<file path="config.mk">
export PLATFORM = sky130hd
export DESIGN_NAME = vload_seq
export DESIGN_NICKNAME = d
export VERILOG_FILES = /design/src/rtl/vload_pkg.sv /design/src/rtl/vload_datapath.sv /design/src/rtl/vload_control.sv /design/src/rtl/vload_seq.sv
export SDC_FILE = /design/constraint.sdc
export NUM_CORES = 2
export LEC_CHECK = 0
export BUFFER_PORTS_ARGS = -buffer_cell sky130_fd_sc_hd__buf_2
export CAP_MARGIN = 20
export CORE_AREA = 5 5 455 457
export CTS_BUF_LIST = sky130_fd_sc_hd__clkbuf_8
export DETAILED_ROUTE_END_ITERATION = 6
export DIE_AREA = 0 0 460 462
export REMOVE_ABC_BUFFERS = 1
export SYNTH_ARGS = -nofsm -noshare
export SYNTH_HDL_FRONTEND = slang
export SYNTH_SLANG_ARGS = --single-unit
</file>
<file path="constraint.sdc">
create_clock -name clk -period 6 [get_ports clk]
set_clock_uncertainty 0.2 [all_clocks]
set_input_delay 0.6 -clock clk [delete_from_list [all_inputs] [get_ports clk]]
set_output_delay 0.6 -clock clk [all_outputs]
set_load 0.02 [all_outputs]
</file>
<file path="src/rtl/vload_pkg.sv">
package vload_pkg;

  typedef enum logic [1:0] {
    MODE_UNIT    = 2'd0,
    MODE_STRIDE  = 2'd1,
    MODE_INDEX   = 2'd2,
    MODE_UNIT_B  = 2'd3
  } addrMode_e;

  // strobes from sequencing control to the address/bank datapath
  typedef struct packed {
    logic load;
    logic issue;
    logic finish;
  } seqStrobe_t;

endpackage

</file>
<file path="src/rtl/vload_datapath.sv">
module vload_datapath
  import vload_pkg::*;
#(
  parameter int ADDR_W    = 16,
  parameter int DATA_W    = 32,
  parameter int NUM_BANKS = 8,
  parameter int MAX_VL    = 64,
  parameter int BANK_LAT  = 6,
  localparam int LEN_W    = $clog2(MAX_VL + 1),
  localparam int ELEM_W   = $clog2(MAX_VL),
  localparam int BANK_W   = $clog2(NUM_BANKS),
  localparam int CNT_W    = (BANK_LAT > 1) ? $clog2(BANK_LAT) : 1
) (
  input  logic                     clk,
  input  logic                     rstN,
  input  seqStrobe_t               strobe,
  input  logic [1:0]               mode,
  input  logic [ADDR_W-1:0]        base,
  input  logic [ADDR_W-1:0]        stride,
  input  logic [LEN_W-1:0]         vecLen,
  input  logic [MAX_VL*ADDR_W-1:0] idxVec,
  input  logic                     rspValid,
  input  logic [ELEM_W-1:0]        rspTag,
  input  logic [DATA_W-1:0]        rspData,
  output logic                     tgtBusy,
  output logic                     allIssued,
  output logic                     allWritten,
  output logic [NUM_BANKS-1:0]     bankReq,
  output logic [ADDR_W-1:0]        bankAddr,
  output logic [ELEM_W-1:0]        bankTag,
  output logic                     wrEn,
  output logic [ELEM_W-1:0]        wrIdx,
  output logic [DATA_W-1:0]        wrData
);

  logic                     isIndexR;
  logic [ADDR_W-1:0]        baseR;
  logic [ADDR_W-1:0]        strideR;
  logic [LEN_W-1:0]         vlR;
  logic [MAX_VL*ADDR_W-1:0] idxR;
  logic [ADDR_W-1:0]        runAddr;
  logic [LEN_W-1:0]         issCnt;
  logic [LEN_W-1:0]         wrCnt;
  logic [ADDR_W-1:0]        idxWord;
  logic [ADDR_W-1:0]        curAddr;
  logic [BANK_W-1:0]        bankSel;
  logic [NUM_BANKS-1:0]     bankFree;

  // command capture and running address
  always_ff @(posedge clk or negedge rstN) begin
    if (!rstN) begin
      isIndexR <= 1'b0;
      baseR    <= '0;
      strideR  <= '0;
      vlR      <= '0;
      idxR     <= '0;
      runAddr  <= '0;
      issCnt   <= '0;
    end else if (strobe.load) begin
      isIndexR <= (mode == MODE_INDEX);
      baseR    <= base;
      strideR  <= (mode == MODE_STRIDE) ? stride : ADDR_W'(1);
      vlR      <= vecLen;
      idxR     <= idxVec;
      runAddr  <= base;
      issCnt   <= '0;
    end else if (strobe.issue) begin
      runAddr  <= runAddr + strideR;
      issCnt   <= issCnt + 1'b1;
    end
  end

  always_comb begin
    idxWord   = idxR[int'(issCnt[ELEM_W-1:0]) * ADDR_W +: ADDR_W];
    curAddr   = isIndexR ? (baseR + idxWord) : runAddr;
    bankSel   = curAddr[BANK_W-1:0];
    tgtBusy   = !bankFree[bankSel];
    allIssued = (issCnt == vlR);
    allWritten = (wrCnt == vlR);
    bankAddr  = curAddr;
    bankTag   = issCnt[ELEM_W-1:0];
  end

  // per-bank occupancy timers
  for (genvar b = 0; b < NUM_BANKS; b++) begin : gBank
    logic [CNT_W-1:0] occCnt;
    always_ff @(posedge clk or negedge rstN) begin
      if (!rstN)
        occCnt <= '0;
      else if (strobe.issue && bankSel == BANK_W'(b))
        occCnt <= CNT_W'(BANK_LAT - 1);
      else if (occCnt != '0)
        occCnt <= occCnt - 1'b1;
    end
    assign bankFree[b] = (occCnt == '0);
    assign bankReq[b]  = strobe.issue && (bankSel == BANK_W'(b));

    if (BANK_LAT > 1) begin : gGap

      bank_gap_chk: assert property (@(posedge clk) disable iff (!rstN)
        bankReq[b] |=> !bankReq[b]);
    end
  end

  // return path into the vector register
  always_ff @(posedge clk or negedge rstN) begin
    if (!rstN) begin
      wrEn   <= 1'b0;
      wrIdx  <= '0;
      wrData <= '0;
      wrCnt  <= '0;
    end else begin
      wrEn   <= rspValid;
      wrIdx  <= rspTag;
      wrData <= rspData;
      if (strobe.load)
        wrCnt <= '0;
      else if (rspValid)
        wrCnt <= wrCnt + 1'b1;
    end
  end


  issue_order_chk: assert property (@(posedge clk) disable iff (!rstN)
    (|bankReq) |=> !(|bankReq) || (bankTag == $past(bankTag) + ELEM_W'(1)));


  issue_bound_chk: assert property (@(posedge clk) disable iff (!rstN)
    issCnt <= vlR);


  write_range_chk: assert property (@(posedge clk) disable iff (!rstN)
    wrEn |-> ({1'b0, wrIdx} < vlR));

endmodule

</file>
<file path="src/rtl/vload_control.sv">
module vload_control
  import vload_pkg::*;
(
  input  logic       clk,
  input  logic       rstN,
  input  logic       start,
  input  logic       tgtBusy,
  input  logic       allIssued,
  input  logic       allWritten,
  output seqStrobe_t strobe,
  output logic       busy,
  output logic       done
);

  typedef enum logic {S_IDLE, S_RUN} seqState_e;
  seqState_e state;

  always_comb begin
    strobe        = '0;
    strobe.load   = (state == S_IDLE) && start;
    strobe.issue  = (state == S_RUN) && !allIssued && !tgtBusy;
    strobe.finish = (state == S_RUN) && allWritten;
    busy          = (state == S_RUN);
  end

  always_ff @(posedge clk or negedge rstN) begin
    if (!rstN) begin
      state <= S_IDLE;
      done  <= 1'b0;
    end else begin
      done <= strobe.finish;
      if (strobe.load)
        state <= S_RUN;
      else if (strobe.finish)
        state <= S_IDLE;
    end
  end


  done_pulse_chk: assert property (@(posedge clk) disable iff (!rstN)
    done |=> !done);


  busy_hold_chk: assert property (@(posedge clk) disable iff (!rstN)
    busy && !allWritten |=> busy);


  start_ignored_chk: assert property (@(posedge clk) disable iff (!rstN)
    busy && start && !allWritten |=> busy && !done);

endmodule

</file>
<file path="src/rtl/vload_seq.sv">
module vload_seq
  import vload_pkg::*;
#(
  parameter int ADDR_W    = 16,
  parameter int DATA_W    = 32,
  parameter int NUM_BANKS = 8,
  parameter int MAX_VL    = 64,
  parameter int BANK_LAT  = 6,
  localparam int LEN_W    = $clog2(MAX_VL + 1),
  localparam int ELEM_W   = $clog2(MAX_VL)
) (
  input  logic                     clk,
  input  logic                     rstN,
  input  logic                     start,
  input  logic [1:0]               mode,
  input  logic [ADDR_W-1:0]        base,
  input  logic [ADDR_W-1:0]        stride,
  input  logic [LEN_W-1:0]         vecLen,
  input  logic [MAX_VL*ADDR_W-1:0] idxVec,
  output logic [NUM_BANKS-1:0]     bankReq,
  output logic [ADDR_W-1:0]        bankAddr,
  output logic [ELEM_W-1:0]        bankTag,
  input  logic                     rspValid,
  input  logic [ELEM_W-1:0]        rspTag,
  input  logic [DATA_W-1:0]        rspData,
  output logic                     wrEn,
  output logic [ELEM_W-1:0]        wrIdx,
  output logic [DATA_W-1:0]        wrData,
  output logic                     busy,
  output logic                     done
);

  seqStrobe_t strobe;
  logic       tgtBusy;
  logic       allIssued;
  logic       allWritten;

  vload_control u_ctl (
    .clk        (clk),
    .rstN       (rstN),
    .start      (start),
    .tgtBusy    (tgtBusy),
    .allIssued  (allIssued),
    .allWritten (allWritten),
    .strobe     (strobe),
    .busy       (busy),
    .done       (done)
  );

  vload_datapath #(
    .ADDR_W    (ADDR_W),
    .DATA_W    (DATA_W),
    .NUM_BANKS (NUM_BANKS),
    .MAX_VL    (MAX_VL),
    .BANK_LAT  (BANK_LAT)
  ) u_dp (
    .clk        (clk),
    .rstN       (rstN),
    .strobe     (strobe),
    .mode       (mode),
    .base       (base),
    .stride     (stride),
    .vecLen     (vecLen),
    .idxVec     (idxVec),
    .rspValid   (rspValid),
    .rspTag     (rspTag),
    .rspData    (rspData),
    .tgtBusy    (tgtBusy),
    .allIssued  (allIssued),
    .allWritten (allWritten),
    .bankReq    (bankReq),
    .bankAddr   (bankAddr),
    .bankTag    (bankTag),
    .wrEn       (wrEn),
    .wrIdx      (wrIdx),
    .wrData     (wrData)
  );


  empty_cmd_chk: assert property (@(posedge clk) disable iff (!rstN)
    (busy && allWritten) |-> !(|bankReq));

endmodule

</file>
==> reports/metrics.yaml <==
yosys-top-cells-area: "dfrtp_1 (55%), nand2_1 (22%), mux4_2 (14%)"
hold_depth: 4
arrival_ps: 5660
r2r_start: "u_dp.issCnt[0]"
clock_path_buffers: 3
drt_iter0_drc: 4610
vias: 50886
first_pass_iters: 5
cts.sink_count: 1159
ir_drop_v: 0.000287
drc: 0
hold_class: "primary input to flop"
overflow: 0
ys_types: 65
die_w_um: 460
synth-edff-count: 0
synthCells: 5457
regArea_um2: 29000
core-area_um2: 203000
max_freq_ghz: 0.155
clockRootBuffer: "clkbuf_8"
yosys.area.top_type_share_pct: 54.6
h-tree-depth: 4
io_buffers: 1177
rsz0062_at_grt: "yes"
setup_tns_ps: -5560
cts_buffers: 202
worstSetupPathType: "flop to primary output"
drive_gt1_share_pct: 25.9
required_ps: 5200
hold_violations: 0
vias_per_cell: 4.73
ys_warn_count: 0
async_flop_share_pct: 100
r2r_cells: 18
grt_pass1_wl_mm: 340
timing.final.ws_setup_ps: -456
setup_viol: 19
worstHoldStart: "idxVec[1019]"
clock_latency_ps: 960
tritoncts: "done"
p_per_area_nw_per_um2: 502
start_util_pct: 26.1
synth_area_um2: 53100
die_h_um: 462
holdPathEnd: "u_dp.idxR[1019]"
cp-end-kind: "primary output"
grt_max_degree: 222
track_usage_pct: 21.3
row_count: 166
area_growth_pct: 51.1
finalWirelength_mm: 233
yosys.area.top_type: "dfrtp_1"
synth.most_common_cell: "nand2_1"
failed_checks: "setup timing"
slew_violations: 0
ys_seq_elements: 1159
maxCapViolCount: 0
slew_headroom_pct: 16.5
gp_congestion: 0.941
dieArea_um2: 213000
place_hpwl_mm: 159
drtAntennaViolNets: 0
multi_input_area_um2: 23000
ys.flop_type: "dfrtp_1"
min_period_ps: 6460
run_status: "complete, but fails checks"
worstMarginPinSlew_ps: 1250
synth_area_per_cell_um2: 9.73
grt_pass1_vias: 54043
p_leak_nw: 40.4
ioPinCount: 1178
p_total_mw: 40.3
rrSetupSlack_ps: 390
antenna_found_initial: 69
hold_ws_ps: 177
nFillCells: 19121
wl_per_cell_um: 21.7
r2r_end: "u_dp.runAddr[8]"
synth_common_cells: "nand2_1 (3169), dfrtp_1 (1159), mux4_2 (325), clkbuf_1 (247), nor2_1 (52)"
startpoint_type: "flop"
clkTransAtPathRegs_ps: 60
seq_area_frac_synth_pct: 54.6
post-route-period-util_pct: 108
cp_max_fo: 8
final_nets: 9025
state kept, by name, summed over array words and instances, names as in the netlist:
register	count
u_dp.idxR	1024
u_dp.baseR	16
u_dp.wrCnt	7
u_dp.vlR	7
u_ctl.done	1
u_dp.gBank.occCnt	24
u_dp.wrEn	1
u_dp.runAddr	16
u_dp.issCnt	7
u_dp.wrData	32
u_dp.strideR	16
u_dp.isIndexR	1
u_ctl.busy	1
u_dp.wrIdx	6
power by group:
group	leakage, nW	internal [mW]	switching [mW]	total, mW
Clock	2.45	4.29	3.67	7.97
Combinational	23.4	8.95	9.58	18.5
Sequential	14.5	11.3	2.46	13.8
Total	40.4	24.6	15.7	40.3
area by class of cell:
class	instances	area share (%)
antenna	42	0.131
clock buffer	250	4.29
clock inverter	115	1.19
inverter	39	0.193
multi-input combinational	3930	28.7
sequential	1159	36.2
tap	2688	4.19
timing repair buffer	2536	25.1
worst max-delay path: stages, from the launching register on:
cell      delay, ps
dfrtp_4         440
buf_12          160
buf_12          160
buf_16          170
mux4_2          520
mux4_2          620
mux4_2          620
ha_4            210
or4_4           530
o22ai_2         130
buf_6           160
o22ai_2         120
o41ai_4         340
or2_4           170
o221ai_1         90
buf_4           200
cell usage in the layout, fill, tap and decap left out, types with 15 or more instances in the layout:
cell / Yosys / routed
buf_4: 24 / 103
nor2_1: 52 / 48
diode_2: 0 / 42
inv_1: 38 / 80
ha_1: 48 / 38
clkinv_2: 0 / 40
buf_12: 0 / 38
xnor2_1: 35 / 32
a22o_1: 15 / 15
dfrtp_1: 1159 / 1153
o21ai_0: 27 / 20
mux4_2: 325 / 325
buf_6: 8 / 26
nand2b_1: 16 / 15
clkbuf_8: 0 / 250
a21oi_1: 24 / 19
buf_2: 17 / 1153
nand2_1: 3169 / 3164
mux2i_1: 29 / 26
dlygate4sd3_1: 0 / 1187
metrics by stage:
stage / util (%) / instances / instance area (µm²) / setup slack (ps)
floorplan: - / 5128 / 51700 / -37080
global placement: 30.7 / 9106 / 62300 / -53.4
detailed placement: 30.7 / 9106 / 62300 / 6.62
CTS: 39.2 / 10693 / 79600 / -673
global route: 39.5 / 10744 / 80200 / -708
finish: 39.5 / 10759 / 80200 / -456
worst max-delay path by stage:
stage / start / end / cells after the start / slack (ps)
global placement: u_dp.issCnt[0] / bankAddr[11] / 16 / -50
global route: u_dp.issCnt[0] / bankAddr[12] / 16 / -710
detailed placement: u_dp.issCnt[0] / bankAddr[12] / 15 / 7
floorplan: u_ctl.busy / u_dp.runAddr[15] / 4 / -37080
CTS: u_dp.issCnt[0] / bankAddr[15] / 15 / -670
finish: u_dp.issCnt[0] / bankAddr[15] / 15 / -460
what timing repair did:
action / in CTS / in global routing
gates cloned: 8 / 7
endpoints found under the hold margin: 1241 / 0
setup endpoints to repair: 23 / 23
resized for setup: 138 / 59
hold buffers: 1188 / 0
setup buffers: 30 / 22
pin swaps: 22 / 20
metal layers:
layer | part of all wire, % | up-vias | track usage, %
li1 | - | 22531 | -
met1 | 39 | 24838 | 25.6
met2 | 46 | 2708 | 34.2
met3 | 8.0 | 789 | 5.42
met4 | 6.8 | 20 | 13.4
met5 | 0.061 | - | 0
kinds of logic (layout without fill, tap and decap cells):
| family | Yosys count | after routing | synth area share (%) |
|---|---|---|---|
| compound gates | 147 | 147 | 2.01 |
| xor+xnor | 47 | 47 | 0.775 |
| fa+ha+maj | 50 | 50 | 1.21 |
| buf+inv | 368 | 2940 | 2.92 |
| flops | 1159 | 1159 | 54.6 |
| mux | 365 | 365 | 14.6 |
| other cells | 0 | 42 | 0 |
| simple gates | 3321 | 3321 | 23.9 |
(Power assumes the default switching activity.)
